File: src/rtl/irq_agg_pkg.sv
package irq_agg_pkg;
  localparam int NCLS = 7;
  localparam int NDOM = 4;

  typedef enum logic [2:0] {
    CLS_DMA_PER  = 3'd0,
    CLS_DMA_XRUN = 3'd1,
    CLS_BUS_ERR  = 3'd2,
    CLS_IF_XRUN  = 3'd3,
    CLS_GRP_DONE = 3'd4,
    CLS_RATE     = 3'd5,
    CLS_VFR      = 3'd6
  } ev_class_e;

  localparam int DOM_DMA  = 0;
  localparam int DOM_IF   = 1;
  localparam int DOM_GRP  = 2;
  localparam int DOM_RATE = 3;

  localparam int STAT_BASE = 'h00;
  localparam int REN_BASE  = 'h08;
  localparam int OWN_BASE  = 'h10;
  localparam int SUM_BASE  = 'h18;
  localparam int SEN_BASE  = 'h20;
  localparam int ECLR_BASE = 'h28;

  // resource domain that indexes the bits of an event class
  function automatic int class_domain(input int cls);
    case (cls)
      int'(CLS_DMA_PER), int'(CLS_DMA_XRUN), int'(CLS_BUS_ERR): return DOM_DMA;
      int'(CLS_IF_XRUN), int'(CLS_VFR):                         return DOM_IF;
      int'(CLS_GRP_DONE):                                       return DOM_GRP;
      default:                                                  return DOM_RATE;
    endcase
  endfunction
endpackage

File: src/rtl/irq_owner_map.sv
module irq_owner_map
  import irq_agg_pkg::*;
#(
  parameter int N_DMA = 8,
  parameter int N_IF  = 4,
  parameter int N_GRP = 2,
  parameter int N_RD  = 2,
  parameter int MAXR  = 8,
  parameter int OW    = 3,
  parameter int AW    = 6
) (
  input  logic                                clk,
  input  logic                                rst_n,
  input  logic                                wr_en,
  input  logic [AW-1:0]                       wr_addr,
  input  logic [OW*MAXR-1:0]                  wr_fields,
  output logic [NDOM-1:0][MAXR-1:0][OW-1:0]   own_q,
  output logic [NDOM-1:0][OW*MAXR-1:0]        map_view
);
  localparam int DOM_CNT [NDOM] = '{N_DMA, N_IF, N_GRP, N_RD};

  logic [NDOM-1:0]                      map_hit;
  logic [NDOM-1:0][MAXR-1:0][OW-1:0]    own_d;
  logic                                 map_upd;

  genvar d, i;
  generate
    for (d = 0; d < NDOM; d++) begin : g_dom
      assign map_hit[d] = wr_en && (wr_addr == AW'(OWN_BASE + d));
      for (i = 0; i < MAXR; i++) begin : g_res
        if (i < DOM_CNT[d]) begin : g_live
          assign own_d[d][i] = map_hit[d] ? wr_fields[OW*i +: OW] : own_q[d][i];
        end else begin : g_pad
          assign own_d[d][i] = '0;
        end
        assign map_view[d][OW*i +: OW] = own_q[d][i];
      end
    end
  endgenerate

  assign map_upd = |map_hit;

  always_ff @(posedge clk or negedge rst_n) begin
    if (!rst_n) begin
      own_q <= '0;
    end else if (map_upd) begin
      own_q <= own_d;
    end
  end
endmodule

File: src/rtl/irq_status_bank.sv
module irq_status_bank
  import irq_agg_pkg::*;
#(
  parameter int MAXR = 8,
  parameter int AW   = 6
) (
  input  logic                           clk,
  input  logic                           rst_n,
  input  logic                           wr_en,
  input  logic [AW-1:0]                  wr_addr,
  input  logic [MAXR-1:0]                wr_bits,
  input  logic [NCLS-1:0][MAXR-1:0]      ev_vec,
  input  logic [NCLS-1:0][MAXR-1:0]      eng_clr,
  input  logic [NCLS-1:0][MAXR-1:0]      cls_valid,
  output logic [NCLS-1:0][MAXR-1:0]      stat_q,
  output logic [NCLS-1:0][MAXR-1:0]      ren_q
);
  logic [NCLS-1:0][MAXR-1:0] stat_d, ren_d, w1c, clr_all;
  logic [NCLS-1:0]           stat_upd, ren_hit;

  genvar c;
  generate
    for (c = 0; c < NCLS; c++) begin : g_cls
      assign w1c[c]     = (wr_en && (wr_addr == AW'(STAT_BASE + c))) ? wr_bits : '0;
      assign clr_all[c] = w1c[c] | eng_clr[c];
      // a pulse in the clearing cycle is ORed in after the clear, so it wins
      assign stat_d[c]   = ((stat_q[c] & ~clr_all[c]) | ev_vec[c]) & cls_valid[c];
      assign stat_upd[c] = |(clr_all[c] | ev_vec[c]);

      assign ren_hit[c] = wr_en && (wr_addr == AW'(REN_BASE + c));
      assign ren_d[c]   = ren_hit[c] ? (wr_bits & cls_valid[c]) : ren_q[c];

      always_ff @(posedge clk or negedge rst_n) begin
        if (!rst_n) begin
          stat_q[c] <= '0;
        end else if (stat_upd[c]) begin
          stat_q[c] <= stat_d[c];
        end
      end

      always_ff @(posedge clk or negedge rst_n) begin
        if (!rst_n) begin
          ren_q[c] <= '0;
        end else if (ren_hit[c]) begin
          ren_q[c] <= ren_d[c];
        end
      end
    end
  endgenerate
endmodule

File: src/rtl/irq_engine_view.sv
module irq_engine_view
  import irq_agg_pkg::*;
#(
  parameter int ENG_IDX = 0,
  parameter int MAXR    = 8,
  parameter int OW      = 3,
  parameter int AW      = 6
) (
  input  logic                              clk,
  input  logic                              rst_n,
  input  logic                              wr_en,
  input  logic [AW-1:0]                     wr_addr,
  input  logic [NCLS-1:0]                   wr_mask,
  input  logic [NCLS-1:0][MAXR-1:0]         stat_q,
  input  logic [NCLS-1:0][MAXR-1:0]         ren_q,
  input  logic [NCLS-1:0][MAXR-1:0]         cls_valid,
  input  logic [NDOM-1:0][MAXR-1:0][OW-1:0] own_q,
  output logic [NCLS-1:0]                   sum,
  output logic [NCLS-1:0]                   sen_q,
  output logic [NCLS-1:0][MAXR-1:0]         clr_req,
  output logic                              irq
);
  logic [NCLS-1:0][MAXR-1:0] owned;
  logic [NCLS-1:0]           sen_d;
  logic                      sen_hit, eclr_hit;

  assign sen_hit  = wr_en && (wr_addr == AW'(SEN_BASE + ENG_IDX));
  assign eclr_hit = wr_en && (wr_addr == AW'(ECLR_BASE + ENG_IDX));

  genvar c, i;
  generate
    for (c = 0; c < NCLS; c++) begin : g_cls
      for (i = 0; i < MAXR; i++) begin : g_res
        assign owned[c][i] = cls_valid[c][i] &&
                             (own_q[class_domain(c)][i] == OW'(ENG_IDX));
      end
      assign sum[c]     = |(stat_q[c] & ren_q[c] & owned[c]);
      assign clr_req[c] = (eclr_hit && wr_mask[c]) ? owned[c] : '0;
    end
  endgenerate

  always_comb begin
    sen_d = sen_q;
    if (sen_hit) sen_d = wr_mask;
  end

  always_ff @(posedge clk or negedge rst_n) begin
    if (!rst_n) begin
      sen_q <= '0;
    end else if (sen_hit) begin
      sen_q <= sen_d;
    end
  end

  assign irq = |(sum & sen_q);
endmodule

File: src/rtl/irq_route_agg.sv
module irq_route_agg
  import irq_agg_pkg::*;
#(
  parameter int N_DMA = 8,
  parameter int N_IF  = 4,
  parameter int N_GRP = 2,
  parameter int N_RD  = 2,
  parameter int N_ENG = 5,
  parameter int AW    = 6,
  parameter int DW    = 32
) (
  input  logic             clk,
  input  logic             rst_n,
  input  logic [N_DMA-1:0] ev_dma_period,
  input  logic [N_DMA-1:0] ev_dma_xrun,
  input  logic [N_DMA-1:0] ev_bus_err,
  input  logic [N_IF-1:0]  ev_if_xrun,
  input  logic [N_GRP-1:0] ev_grp_done,
  input  logic [N_RD-1:0]  ev_rate,
  input  logic [N_IF-1:0]  ev_vfr,
  input  logic             wr_en,
  input  logic [AW-1:0]    wr_addr,
  input  logic [DW-1:0]    wr_data,
  input  logic [AW-1:0]    rd_addr,
  output logic [DW-1:0]    rd_data,
  output logic [N_ENG-1:0] irq
);
  localparam int MAXA = (N_DMA > N_IF) ? N_DMA : N_IF;
  localparam int MAXB = (N_GRP > N_RD) ? N_GRP : N_RD;
  localparam int MAXR = (MAXA > MAXB) ? MAXA : MAXB;
  localparam int OW   = (N_ENG > 1) ? $clog2(N_ENG + 1) : 1;
  localparam int DOM_CNT [NDOM] = '{N_DMA, N_IF, N_GRP, N_RD};

  logic [NCLS-1:0][MAXR-1:0]             ev_vec, stat_q, ren_q, cls_valid, eng_clr;
  logic [NDOM-1:0][MAXR-1:0][OW-1:0]     own_q;
  logic [NDOM-1:0][OW*MAXR-1:0]          map_view;
  logic [N_ENG-1:0][NCLS-1:0]            eng_sum, eng_sen;
  logic [N_ENG-1:0][NCLS-1:0][MAXR-1:0]  eng_clr_req;
  logic                                  unused_wd;

  assign unused_wd = ^wr_data;

  assign ev_vec[CLS_DMA_PER]  = MAXR'(ev_dma_period);
  assign ev_vec[CLS_DMA_XRUN] = MAXR'(ev_dma_xrun);
  assign ev_vec[CLS_BUS_ERR]  = MAXR'(ev_bus_err);
  assign ev_vec[CLS_IF_XRUN]  = MAXR'(ev_if_xrun);
  assign ev_vec[CLS_GRP_DONE] = MAXR'(ev_grp_done);
  assign ev_vec[CLS_RATE]     = MAXR'(ev_rate);
  assign ev_vec[CLS_VFR]      = MAXR'(ev_vfr);

  genvar c, i, e;
  generate
    for (c = 0; c < NCLS; c++) begin : g_valid
      for (i = 0; i < MAXR; i++) begin : g_bit
        assign cls_valid[c][i] = (i < DOM_CNT[class_domain(c)]);
      end
    end
  endgenerate

  irq_owner_map #(
    .N_DMA(N_DMA), .N_IF(N_IF), .N_GRP(N_GRP), .N_RD(N_RD),
    .MAXR(MAXR), .OW(OW), .AW(AW)
  ) u_map (
    .clk(clk), .rst_n(rst_n), .wr_en(wr_en), .wr_addr(wr_addr),
    .wr_fields(wr_data[OW*MAXR-1:0]), .own_q(own_q), .map_view(map_view)
  );

  irq_status_bank #(.MAXR(MAXR), .AW(AW)) u_stat (
    .clk(clk), .rst_n(rst_n), .wr_en(wr_en), .wr_addr(wr_addr),
    .wr_bits(wr_data[MAXR-1:0]), .ev_vec(ev_vec), .eng_clr(eng_clr),
    .cls_valid(cls_valid), .stat_q(stat_q), .ren_q(ren_q)
  );

  generate
    for (e = 0; e < N_ENG; e++) begin : g_eng
      irq_engine_view #(.ENG_IDX(e), .MAXR(MAXR), .OW(OW), .AW(AW)) u_view (
        .clk(clk), .rst_n(rst_n), .wr_en(wr_en), .wr_addr(wr_addr),
        .wr_mask(wr_data[NCLS-1:0]), .stat_q(stat_q), .ren_q(ren_q),
        .cls_valid(cls_valid), .own_q(own_q), .sum(eng_sum[e]),
        .sen_q(eng_sen[e]), .clr_req(eng_clr_req[e]), .irq(irq[e])
      );
    end
  endgenerate

  always_comb begin
    eng_clr = '0;
    for (int k = 0; k < N_ENG; k++) eng_clr = eng_clr | eng_clr_req[k];
  end

  always_comb begin
    rd_data = '0;
    for (int k = 0; k < NCLS; k++) begin
      if (rd_addr == AW'(STAT_BASE + k)) rd_data = DW'(stat_q[k]);
      if (rd_addr == AW'(REN_BASE + k))  rd_data = DW'(ren_q[k]);
    end
    for (int k = 0; k < NDOM; k++) begin
      if (rd_addr == AW'(OWN_BASE + k)) rd_data = DW'(map_view[k]);
    end
    for (int k = 0; k < N_ENG; k++) begin
      if (rd_addr == AW'(SUM_BASE + k)) rd_data = DW'(eng_sum[k]);
      if (rd_addr == AW'(SEN_BASE + k)) rd_data = DW'(eng_sen[k]);
    end
  end
endmodule

File: config.mk
export PLATFORM = sky130hd
export DESIGN_NAME = irq_route_agg
export DESIGN_NICKNAME = d
export VERILOG_FILES = /design/src/rtl/irq_agg_pkg.sv /design/src/rtl/irq_owner_map.sv /design/src/rtl/irq_status_bank.sv /design/src/rtl/irq_engine_view.sv /design/src/rtl/irq_route_agg.sv
export SDC_FILE = /design/constraint.sdc
export NUM_CORES = 1
export LEC_CHECK = 0
export BUFFER_PORTS_ARGS = -buffer_cell sky130_fd_sc_hd__buf_4
export CAP_MARGIN = 20
export CELL_PAD_IN_SITES_DETAIL_PLACEMENT = 0
export CELL_PAD_IN_SITES_GLOBAL_PLACEMENT = 1
export CORE_MARGIN = 3
export CORE_UTILIZATION = 29
export CTS_CLUSTER_DIAMETER = 60
export DETAILED_ROUTE_END_ITERATION = 6
export PLACE_DENSITY_LB_ADDON = 0.1
export SLEW_MARGIN = 5
export SYNTH_ARGS = -nofsm -noshare
export SYNTH_HDL_FRONTEND = slang
export SYNTH_SLANG_ARGS = --single-unit
File: constraint.sdc
create_clock -name clk -period 8.7 [get_ports clk]
set_clock_uncertainty 0.15 [all_clocks]
set_input_delay 1.74 -clock clk [delete_from_list [all_inputs] [get_ports clk]]
set_output_delay 1.74 -clock clk [all_outputs]
set_load 0.02 [all_outputs]
==> flow_summary.ini <==
[final_layout]
drive_above_1_share_pct = 26.9
post-route-util_pct = 34.4
nFillCells = 3792
multi_input_area_um2 = 6360
seq_area_um2 = 3880
area_delta_synth_final_pct = 15.6
fin_nets = 1322
antenna_cells = 0

[critical_path]
critPathLaunchType = input port
crit_buf_inv = 3
cpMostUsedCell = buf_4
crit_chain = buf_4, nor4b_4, buf_4, nand2_2, or2_0, a311o_1, a31oi_1, o221ai_1, a31o_1, buf_4
critPathKind = in2out
cp.depth = 10
crit_fanout = 29
crit_path_top_delay_cell = a31oi_1
critPathArrivalTime_ns = 4.55
cp-end-kind = output port
cp_top_family = compound AO/OA/AOI/OAI gates
cp_slowest_stage_delay_ns = 0.42
cp.required_ns = 6.81
ff2ff_path_depth = 4

[power]
p_int_mw = 1.50
power_frac_comb_pct = 24.0
leakage_nw = 4.92
p_sw_mw = 0.798
power_density_nw_per_um2 = 185
totalPowerFinal_mw = 2.30
power.switching_fraction_pct = 34.7
irDropWorstVdd_mv = 0.134
seq_power_share_pct = 40.0
power_frac_clock_pct = 36.0

[floorplan]
dieArea_um2 = 39300
start_util_pct = 29.8
core_um2 = 36000
die_h_um = 198
ios = 120
row_count = 69
dieWidth_um = 198

[global_routing]
antenna_found_initial = 1
grt_pass1_wl_um = 75200
grtUsageTotal_pct = 26.3
first_global_vias = 10200
gr-total-overflow = 0
grt_max_degree = 88

[drt]
avgViaCountPerCell = 6.08
drcViolationCount = 0
num_vias = 10400
drt_first_pass_iters = 5
wl_per_cell_um = 30.1
routed_wl_um = 51500
drtIter0Drc = 984
postRouteAntennaNets = 0

[hold_path]
holdPathStages = 1
holdCritPathClass = reg2reg

[logic_synthesis]
syn_inst = 1195
synth_edf_count = 0
yosysTopAreaCell = dfrtp_1
ys_async_sr_fraction_pct = 100
synth.top_cell.area_share_pct = 36.2
synthTopCellsByArea = dfrtp_1 36%, mux2_2 14%, nand2_1 5.6%, o22ai_1 3.4%, nor2_1 2.8%
yosysUniqueCellTypes = 79
yosysWarningCount = 0
ys_ff_latch = 155
synth_commonest_cells = 160 x nand2_1, 155 x dfrtp_1, 131 x mux2_2, 79 x nor2_1, 63 x clkbuf_1
ys.flop_type = dfrtp_1
syn_avg_cell_area_um2 = 8.98
synth_area_um2 = 10700
ys_seq_area_share_pct = 36.2
yosysMostFrequentCell = nand2_1

[timing]
period_minus_slack_ns = 6.44
slew_headroom_pct = 23.4
fmax_mhz = 155
tns_ns = 0
rsz0062_at_grt = no
fin_crit_sh_pct = 74.0
drv_slew = 0
hold_violations = 0
worst_pin_slew_ns = 1.15
finalSetupViolCount = 0

[clock_network]
cts_buffers = 17
cts_tree = done
cts_root_buf = clkbuf_16
clock_path_buffers = 2
worstSkewPairLatency_ns = 0.45
postCtsSetupBuffers = 0
h-tree-depth = 4
hold_buffers = 0
path_clk_slew_ns = 0.07
cts.sinks = 155
cts_resized = 0

[placement]
gp_congestion = 0.882
hpwl_um = 38300
port_buffers = 103

[status]
outcome = complete, no violations

[job]
drv_cap = 0
final timing paths:
path / startpoint / to / slack [ns]
min in group asynchronous: rst_n / u_stat.stat_q[13] / 1.23
max in group asynchronous: rst_n / g_eng[4].u_view.sen_q[0] / 5.65
worst min-delay path: u_stat.ren_q[3] / u_stat.ren_q[3] / 0.39
worst min register to register: u_stat.ren_q[3] / u_stat.ren_q[3] / 0.39
worst max-delay path: rd_addr[3] / rd_data[0] / 2.26
worst max register to register: u_map.map_view[13] / u_stat.stat_q[12] / 6.27
cell type report:
type / count / share of cell area, %
multi-input cells: 931 / 51.3
repair buffers: 118 / 7.18
inverters: 16 / 0.484
clock inverters: 11 / 1.35
flip-flops and latches: 155 / 31.3
well taps: 461 / 4.65
clock buffers: 21 / 3.71
through the flow:
step                      worst slack (ns)  hold WS (ns)  instances  cell area (um^2)
after floorplan                       3.19         0.321       1202             10800
after CTS                             2.29         0.383       1713             12400
after detailed placement              2.29         0.367       1681             11800
final                                 2.26         0.386       1713             12400
after global routing                  2.11         0.404       1713             12400
after global placement                2.32         0.359       1681             11800
logic make-up (layout without fill, tap and decap cells):
| family | count (synthesis) | in the layout | share of synthesized area [%] |
|---|---|---|---|
| AO/OA/AOI/OAI | 315 | 315 | 21.2 |
| XOR/XNOR | 25 | 25 | 2.04 |
| buffers and inverters | 116 | 166 | 4.78 |
| flip-flops | 155 | 155 | 36.2 |
| multiplexers | 146 | 146 | 15.5 |
| other | 1 | 8 | 0.0350 |
| AND/OR/NAND/NOR | 437 | 437 | 20.3 |
power by group through the flow:
stage	Clock (mW)	Combinational (mW)	Sequential [mW]
after floorplan	0	0.368	0.861
after global placement	0	0.547	0.928
after detailed placement	0	0.543	0.931
after CTS	0.847	0.545	0.917
after global routing	0.876	0.589	0.933
final	0.827	0.552	0.920
placed cells by master, fill, tap and decap left out, types with 10 or more instances in the layout:
| master | Yosys | final |
|---|---|---|
| nor2_1 | 79 | 78 |
| a31o_2 | 33 | 33 |
| nand3_1 | 36 | 36 |
| mux2i_1 | 12 | 12 |
| nand3b_1 | 14 | 14 |
| o32ai_1 | 11 | 11 |
| or3_1 | 12 | 12 |
| nor3_1 | 26 | 26 |
| inv_1 | 15 | 15 |
| o22ai_1 | 58 | 58 |
| xnor2_1 | 13 | 13 |
| o21ai_0 | 40 | 40 |
| a22oi_1 | 17 | 17 |
| clkbuf_16 | 0 | 17 |
| and3_1 | 27 | 27 |
| mux2_2 | 131 | 131 |
| nor2b_1 | 14 | 14 |
| xor2_1 | 12 | 12 |
| o221ai_1 | 10 | 10 |
| nand2b_1 | 13 | 13 |
| dfrtp_1 | 155 | 155 |
| a221oi_1 | 11 | 11 |
| a21oi_1 | 35 | 35 |
| buf_4 | 15 | 117 |
| nand2_1 | 160 | 160 |
flip-flops by register name, indices dropped and copies added (netlist names):
name and flops:
g_eng.u_view.sen_q 35, u_map.map_view 48, u_stat.ren_q 36, u_stat.stat_q 36
layer usage:
metal	part of all wire, %	up-vias	GRT usage, %
li1	-	4576	-
met1	48	5361	39.2
met2	44	416	39.7
met3	6.4	56	4.80
met4	1.7	0	5.82
met5	0	-	0
Power figures use the tool's default switching activity.
